**src/rtl/retcheck_pkg.sv**
```systemverilog
package retcheck_pkg;
  localparam int CRC_W = 32;
  localparam logic [CRC_W-1:0] CRC_POLY = 32'h04C1_1DB7;
  localparam logic [CRC_W-1:0] CRC_SEED = 32'hFFFF_FFFF;

  typedef enum logic [1:0] {
    PH_IDLE  = 2'd0,
    PH_SCAN  = 2'd1,
    PH_WRITE = 2'd2
  } phase_t;

  typedef enum logic {
    OP_SAVE    = 1'b0,
    OP_RESTORE = 1'b1
  } op_t;
endpackage

```
**src/rtl/retcheck_crc.sv**
```systemverilog
module retcheck_crc #(
  parameter int W = 32,
  parameter logic [W-1:0] POLY = '0,
  parameter logic [W-1:0] SEED = '1
) (
  input  logic         clk,
  input  logic         rst_n,
  input  logic         init,
  input  logic         shift,
  input  logic         din,
  output logic [W-1:0] crc
);
  logic [W-1:0] crc_q;
  logic [W-1:0] crc_d;
  logic         fb;

  always_comb begin
    fb    = crc_q[W-1] ^ din;
    crc_d = {crc_q[W-2:0], 1'b0} ^ (fb ? POLY : '0);
  end

  always_ff @(posedge clk or negedge rst_n) begin
    if (!rst_n)     crc_q <= SEED;
    else if (init)  crc_q <= SEED;
    else if (shift) crc_q <= crc_d;
  end

  assign crc = crc_q;


  crc_hold_chk: assert property (@(posedge clk) disable iff (!rst_n)
    (!init && !shift) |=> $stable(crc_q));
endmodule

```
**src/rtl/retcheck_seq.sv**
```systemverilog
module retcheck_seq
  import retcheck_pkg::*;
#(
  parameter int CHAIN_LEN = 64
) (
  input  logic   clk,
  input  logic   rst_n,
  input  logic   save_evt,
  input  logic   restore_evt,
  input  logic   wr_done,
  output phase_t phase,
  output op_t    op,
  output logic   shift,
  output logic   crc_init,
  output logic   done
);
  localparam int CNT_W = $clog2(CHAIN_LEN + 1);
  localparam logic [CNT_W-1:0] LAST = CNT_W'(CHAIN_LEN - 1);

  phase_t           phase_q;
  op_t              op_q;
  logic [CNT_W-1:0] cnt_q;
  logic             done_q;
  logic             start;

  assign start    = (phase_q == PH_IDLE) && (save_evt || restore_evt);
  assign crc_init = start;
  assign shift    = (phase_q == PH_SCAN);

  always_ff @(posedge clk or negedge rst_n) begin
    if (!rst_n) begin
      phase_q <= PH_IDLE;
      op_q    <= OP_SAVE;
      cnt_q   <= '0;
      done_q  <= 1'b0;
    end else begin
      done_q <= 1'b0;
      case (phase_q)
        PH_IDLE: begin
          if (start) begin
            phase_q <= PH_SCAN;
            op_q    <= save_evt ? OP_SAVE : OP_RESTORE;
            cnt_q   <= '0;
          end
        end
        PH_SCAN: begin
          if (cnt_q == LAST) begin
            phase_q <= PH_WRITE;
            done_q  <= 1'b1;
          end else begin
            cnt_q <= cnt_q + 1'b1;
          end
        end
        PH_WRITE: begin
          if (wr_done) phase_q <= PH_IDLE;
        end
        default: phase_q <= PH_IDLE;
      endcase
    end
  end

  assign phase = phase_q;
  assign op    = op_q;
  assign done  = done_q;

  // checker: count shift cycles since the last start
  logic [CNT_W:0] shifts_seen;
  always_ff @(posedge clk or negedge rst_n) begin
    if (!rst_n)     shifts_seen <= '0;
    else if (start) shifts_seen <= '0;
    else if (shift) shifts_seen <= shifts_seen + 1'b1;
  end


  done_len_chk: assert property (@(posedge clk) disable iff (!rst_n)
    done |-> (shifts_seen == (CNT_W+1)'(CHAIN_LEN)) && !shift);


  done_pulse_chk: assert property (@(posedge clk) disable iff (!rst_n)
    done |=> !done);


  shift_run_chk: assert property (@(posedge clk) disable iff (!rst_n)
    $fell(shift) |-> done);
endmodule

```
**src/rtl/retcheck_wr.sv**
```systemverilog
module retcheck_wr
  import retcheck_pkg::*;
#(
  parameter int ADDR_W = 8,
  parameter logic [ADDR_W-1:0] BASE_ADDR = '0,
  parameter int W = 32
) (
  input  logic              clk,
  input  logic              rst_n,
  input  phase_t            phase,
  input  op_t               op,
  input  logic [W-1:0]      crc,
  input  logic              mem_ready,
  output logic              mem_valid,
  output logic [ADDR_W-1:0] mem_addr,
  output logic [W-1:0]      mem_data,
  output logic              accept
);
  assign mem_valid = (phase == PH_WRITE);
  assign mem_addr  = BASE_ADDR + ADDR_W'(op == OP_RESTORE);
  assign mem_data  = crc;
  assign accept    = mem_valid && mem_ready;


  wr_hold_chk: assert property (@(posedge clk) disable iff (!rst_n)
    (mem_valid && !mem_ready) |=> mem_valid && $stable(mem_addr) && $stable(mem_data));


  wr_once_chk: assert property (@(posedge clk) disable iff (!rst_n)
    accept |=> !mem_valid);
endmodule

```
**src/rtl/retcheck_top.sv**
```systemverilog
module retcheck_top
  import retcheck_pkg::*;
#(
  parameter int CHAIN_LEN = 64,
  parameter int ADDR_W = 8,
  parameter logic [ADDR_W-1:0] BASE_ADDR = '0
) (
  input  logic              clk,
  input  logic              rst_n,
  input  logic              save_evt,
  input  logic              restore_evt,
  input  logic              clr_corrupt,
  output logic              scan_en,
  output logic              scan_si,
  input  logic              scan_so,
  output logic              mem_valid,
  input  logic              mem_ready,
  output logic [ADDR_W-1:0] mem_addr,
  output logic [CRC_W-1:0]  mem_data,
  output logic              done,
  output logic              busy,
  output logic              corrupt
);
  phase_t           phase;
  op_t              op;
  logic             shift;
  logic             crc_init;
  logic             accept;
  logic [CRC_W-1:0] crc;
  logic [CRC_W-1:0] saved_q;
  logic             have_save_q;
  logic             corrupt_q;
  logic             mismatch;

  retcheck_seq #(.CHAIN_LEN(CHAIN_LEN)) u_seq (
    .clk(clk), .rst_n(rst_n), .save_evt(save_evt), .restore_evt(restore_evt),
    .wr_done(accept), .phase(phase), .op(op), .shift(shift),
    .crc_init(crc_init), .done(done)
  );

  retcheck_crc #(.W(CRC_W), .POLY(CRC_POLY), .SEED(CRC_SEED)) u_crc (
    .clk(clk), .rst_n(rst_n), .init(crc_init), .shift(shift),
    .din(scan_so), .crc(crc)
  );

  retcheck_wr #(.ADDR_W(ADDR_W), .BASE_ADDR(BASE_ADDR), .W(CRC_W)) u_wr (
    .clk(clk), .rst_n(rst_n), .phase(phase), .op(op), .crc(crc),
    .mem_ready(mem_ready), .mem_valid(mem_valid), .mem_addr(mem_addr),
    .mem_data(mem_data), .accept(accept)
  );

  assign scan_en = shift;
  assign scan_si = shift ? scan_so : 1'b0;
  assign busy    = (phase != PH_IDLE);

  assign mismatch = accept && (op == OP_RESTORE) && have_save_q && (crc != saved_q);

  always_ff @(posedge clk or negedge rst_n) begin
    if (!rst_n) begin
      saved_q     <= '0;
      have_save_q <= 1'b0;
      corrupt_q   <= 1'b0;
    end else begin
      if (accept && op == OP_SAVE) begin
        saved_q     <= crc;
        have_save_q <= 1'b1;
      end
      if (mismatch)         corrupt_q <= 1'b1;
      else if (clr_corrupt) corrupt_q <= 1'b0;
    end
  end

  assign corrupt = corrupt_q;


  corrupt_sticky_chk: assert property (@(posedge clk) disable iff (!rst_n)
    (corrupt && !clr_corrupt) |=> corrupt);


  corrupt_cause_chk: assert property (@(posedge clk) disable iff (!rst_n)
    $rose(corrupt) |-> $past(accept) && $past(op == OP_RESTORE));


  busy_idle_chk: assert property (@(posedge clk) disable iff (!rst_n)
    (!busy && !save_evt && !restore_evt) |=> !busy);


  scan_quiet_chk: assert property (@(posedge clk) disable iff (!rst_n)
    !scan_en |-> !scan_si);
endmodule

```
**config.mk**
```make
export PLATFORM = sky130hd
export DESIGN_NAME = retcheck_top
export DESIGN_NICKNAME = d
export VERILOG_FILES = /design/src/rtl/retcheck_pkg.sv /design/src/rtl/retcheck_crc.sv /design/src/rtl/retcheck_seq.sv /design/src/rtl/retcheck_wr.sv /design/src/rtl/retcheck_top.sv
export SDC_FILE = /design/constraint.sdc
export NUM_CORES = 1
export LEC_CHECK = 0
export BUFFER_PORTS_ARGS = -buffer_cell sky130_fd_sc_hd__buf_2
export CORE_MARGIN = 1
export CORE_UTILIZATION = 51
export CTS_CLUSTER_DIAMETER = 80
export CTS_CLUSTER_SIZE = 12
export DETAILED_ROUTE_END_ITERATION = 7
export GPL_TIMING_DRIVEN = 0
export PLACE_DENSITY = 0.75
export SYNTH_ARGS = -nofsm -noshare
export SYNTH_HDL_FRONTEND = slang
export SYNTH_SLANG_ARGS = --single-unit
```
**constraint.sdc**
```tcl
create_clock -name clk -period 1.45 [get_ports clk]
set_input_delay 0.29 -clock clk [delete_from_list [all_inputs] [get_ports clk]]
set_output_delay 0.29 -clock clk [all_outputs]
set_load 0.02 [all_outputs]
```
* Word level (Yosys, flattened, before mapping)
Index checks and enable logic that the tools add are counted.
** Operators by class
- Add/sub/neg operators :: 1
- Equal/unequal tests :: 8
- Muxes and demuxes :: 16
- Reduce and logical (&&, ||, !) cells :: 15
- Bitwise logic cells :: 3
** Operators by type and width (count)
- 32-bit 2-to-1 mux :: 2
- 32-bit inequality test :: 1
- 32-bit XOR :: 1
- 27-bit 2-to-1 mux :: 1
- 7-bit 2-to-1 mux :: 2
- 7-bit one-hot mux with 2 select lines :: 1
- 2-bit nonzero test :: 4
- 7-bit by 1-bit adder with 7-bit output, second input constant :: 1
- 7-bit by 6-bit == test with 1-bit output, second input constant :: 1
- 1-bit logical AND :: 6
- 1-bit 2-to-1 mux :: 6
- 2-bit 2-to-1 mux :: 3
- 2-bit inequality test, second input constant :: 3
- 2-bit one-hot mux with 3 select lines :: 1
- 3-bit AND reduction :: 2
- 2-bit by 1-bit == test with 1-bit output, second input constant :: 1
- 2-bit == test, second input constant :: 1
- 2-bit logical NOT :: 1
- 2-bit by 1-bit inequality test with 1-bit output, second input constant :: 1
- 2-bit AND reduction :: 1
- 1-bit logical OR :: 1
- 1-bit NOT :: 1
- 1-bit XOR :: 1
** Word-level totals
- Bits in registers :: 77
- Output and inout bits :: 46
- Word-level logic and storage cells :: 51
- Input bits :: 7

* Depth between registers and ports, before layout
- Word-level depth :: 6
- Depth in mapped cells :: 6
- Mapped depth without buffers :: 5

* Cells and area by module
Synthesis repeated with hierarchy kept, for this count alone.
** Unflattened totals
- Cell total of the unflattened synthesis :: 332
- Area total of the unflattened synthesis :: 4185.3 um^2
** Modules (own cells, without submodules)
- retcheck_crc :: times used 1, cells an instance 123, area an instance 1725.4 um^2
- retcheck_top :: times used 1, cells an instance 119, area an instance 1621.6 um^2
- retcheck_seq :: times used 1, cells an instance 47, area an instance 519.2 um^2
- retcheck_wr :: times used 1, cells an instance 43, area an instance 319.1 um^2

* Worst setup path after synthesis
No wires, ideal clock.
- Kind :: reg-to-reg
- Start :: register u_seq.phase_q[0] (netlist: u_seq.phase[0])
- End :: register saved_q[0]
- Arrival :: 1485 ps
- Stages on the path, launching flop included :: 6
- Buffers on the path :: 1
- Path slack :: -160 ps
- Period minus slack after synthesis :: 1610 ps
- Path through :: dfrtp_1 and2b_1 nand2_1 nor2_4 buf_4 mux2_2
** Between the ends
- Longest elaborated chain between the ends :: 3
** RTL lines
- start: declaration :: line retcheck_seq.sv:20 : phase_t phase_q;
- start signal: assignment :: line retcheck_seq.sv:32 : phase_q <= PH_IDLE;
- start signal: assignment :: line retcheck_seq.sv:41 : phase_q <= PH_SCAN;
- start signal: assignment :: line retcheck_seq.sv:48 : phase_q <= PH_WRITE;
- 2-bit == test :: line retcheck_wr.sv:19 : assign mem_valid = (phase == PH_WRITE);
- net mem_valid :: line retcheck_top.sv:16 : output logic mem_valid,
- 1-bit logical AND :: line retcheck_wr.sv:22 : assign accept = mem_valid && mem_ready;
- 1-bit logical AND :: line retcheck_top.sv:64 : if (accept && op == OP_SAVE) begin
- end signal: assignment :: line retcheck_top.sv:65 : saved_q <= crc;
- end: declaration :: line retcheck_top.sv:30 : logic [CRC_W-1:0] saved_q;
The timed path passes the listed nets, and every way through them passes these cells.
A chain may end at the register's enable or synchronous reset.

* Worst setup path after layout
- Start :: register u_seq.phase_q[1] (netlist: u_seq.phase[1])
- End :: output port scan_si
** Between the ends
- Longest elaborated chain between the ends :: 2
** RTL lines
- 2-bit by 1-bit == test with 1-bit output :: line retcheck_seq.sv:28 : assign shift = (phase_q == PH_SCAN);
- 1-bit 2-to-1 mux :: line retcheck_top.sv:53 : assign scan_si = shift ? scan_so : 1'b0;
- end: declaration :: line retcheck_top.sv:14 : output logic scan_si,
Every way passes these cells.

==> out/metrics.yaml <==
min_path_cells: 2
root_buffer: "clkbuf_8"
yosysSeqAreaShare_pct: 54.4
die_h_um: 86.2
rsz0062_at_grt: "yes"
cts_buffer_depth: 2
final_common_cell: "dfrtp_1"
vias: 2705
dp.cells: 466
wirelength_um: 8930
maxSlewHeadroom_pct: 61.6
reg2reg_depth: 6
grt_max_degree: 49
setup_viol: 56
grt_pass1_vias: 2627
ant_nets: 0
worstSetupEndpointType: "primary output"
grt_antenna_before_repair: 0
area_growth_pct: 31.9
drt_pre_antenna_iters: 4
min_period_ns: 1.65
io_buffers: 45
power_density_nw_per_um2: 2000
worst-path-max-fanout: 3
ir_drop_uv: 1230
grt-ovfl-total: 0
cp.arrival_ns: 1.36
yosysWarnings: 0
die-width_um: 86.2
clkLatencyLatePin_ns: 0.36
hold_class: "primary input to flop"
numCtsBuffers: 9
instances_no_fill: 512
ys_ff_latch: 77
fin_nets: 419
clock_sinks: 77
crit_required_ns: 1.16
finalMaxSlewViolations: 0
via_per_inst: 5.28
max_cap_violations: 0
cts_tree: "built"
drt_iter0_drc: 222
avgSynthCellArea_um2: 11.4
finalHoldViolations: 0
drc_errors: 0
core_area_um2: 6830
post-route-period-util_pct: 113
violations: "negative setup slack"
critPathKind: "flop to primary output"
row_count: 30
gp_congestion: 0.756
wl_per_cell_um: 17.4
synth.distinct_cells: 35
p_leak_uw: 0.00225
place_hpwl_um: 5320
die-area_um2: 7430
drive_above_1_share_pct: 48.3
syn_inst: 318
fmax_mhz: 608
final_cell_mix: "dfrtp_1, buf_4, xor2_1, buf_2"
ctsHtreeMaxLevel: 3
start_util_pct: 52.9
worst_slack_ns: -0.195
grt_pass1_wl_um: 13900
crit_path_start_kind: "flop"
worst_pin_slew_ns: 0.572
status: "finished, violations left"
grt_use_total_pct: 25.5
syn_area_um2: 3620
clock_skew_ns: 0.00974
place_ws_ns: -0.305
n_antenna_cell: 0
num_io_pins: 53
path_clk_slew_ns: 0.08
[critical path, stage by stage (launching register included)]
cell,delay [ns]
dfrtp_1,0.41
nand2b_4,0.17
inv_4,0.08
buf_8,0.10
and2_4,0.13
buf_6,0.11
[where the power goes]
group          internal (µW)  switching (µW)
clock                    935             804
sequential              3080             855
combinational           1880            2010
[Yosys cell counts]
library cell	n	area (µm²)
xor2_2	1	16.3
xnor2_1	13	114
buf_8	1	15.0
nand2_1	20	75.1
ha_1	1	12.5
buf_1	1	3.75
nand2b_1	1	6.26
and2_1	1	6.26
nand3_1	2	10.0
buf_4	11	82.6
mux2_1	2	22.5
mux2_2	30	338
or2_2	1	6.26
nor2_4	1	11.3
a21oi_1	18	90.1
o22ai_1	1	6.26
o21ai_1	2	10.0
nor4_1	8	50.1
dfrtp_1	45	1130
nor2_1	33	124
dfstp_2	32	841
inv_1	4	15.0
o32ai_1	1	8.76
and3_1	2	12.5
clkbuf_1	4	15.0
o21ai_0	9	45.0
inv_2	1	3.75
buf_2	5	25.0
and2b_1	1	7.51
a21oi_2	9	78.8
nor3_1	13	65.1
xor2_1	36	315
conb_1	1	3.75
a41oi_2	1	16.3
nand4_1	6	37.5
[per-layer routing]
layer	GRT usage (%)	part of all wire, %	vias up
met5	0	0	-
met4	9.55	1.5	0
met3	3.71	4.6	12
met2	41.8	50	84
met1	34.6	44	1359
li1	-	-	1250
[cell type report]
class	count	area, µm²
fill	492	2060
sequential	77	1970
multi-input combinational	220	1650
timing repair buffer	77	603
buffer	21	200
clock buffer	13	169
tap	96	120
clock inverter	3	42.5
inverter	5	21.3
[what timing repair did]
action	CTS	global route
buffers inserted	21	9
hold endpoints to repair	23	0
resized for setup	55	22
hold buffers	1	0
gates cloned	1	0
setup endpoints to repair	72	76
pin swaps	12	7
[cell families (layout without fill, tap and decap cells)]
kind of cell	count (synthesis)	in the layout	synth area share, %
other cells	1	7	0.104
buf+inv	27	119	4.43
simple gates	89	89	11.4
mux	32	32	9.97
fa+ha+maj	1	1	0.346
xor+xnor	50	50	12.3
compound gates	41	41	7.06
flops	77	77	54.4
[state kept, by name, summed over array words and instances (netlist names)]
signal / cells
u_seq.done: 1
u_seq.op: 1
u_seq.cnt_q: 7
u_seq.phase: 2
saved_q: 32
u_crc.crc: 32
corrupt: 1
have_save_q: 1
[stage by stage]
step	TNS (ns)	cell area, µm²	power [µW]	hold slack [ns]	util, %
2_1_floorplan	-2.44	3660	5960	-0.00559	-
3_3_place_gp	-29.87	4000	6870	0.452	58.6
3_5_place_dp	-11.75	4030	6990	0.250	59.0
4_1_cts	-4.98	4650	9110	0.101	68.0
5_1_grt	-9.30	4770	10000	0.122	69.8
6_report	-5.06	4770	9560	0.107	69.8
[path summary, 6_finish.rpt]
kind	from	to	slack, ns
min	clr_corrupt	corrupt	0.11
min reg2reg	have_save_q	have_save_q	0.48
max reg2reg	u_seq.phase[0]	saved_q[4]	-0.18
max in group asynchronous	rst_n	u_crc.crc[22]	0.41
min in group asynchronous	rst_n	saved_q[12]	0.41
max	u_seq.phase[1]	scan_si	-0.20
No activity file was read; power rests on OpenSTA's default activity.
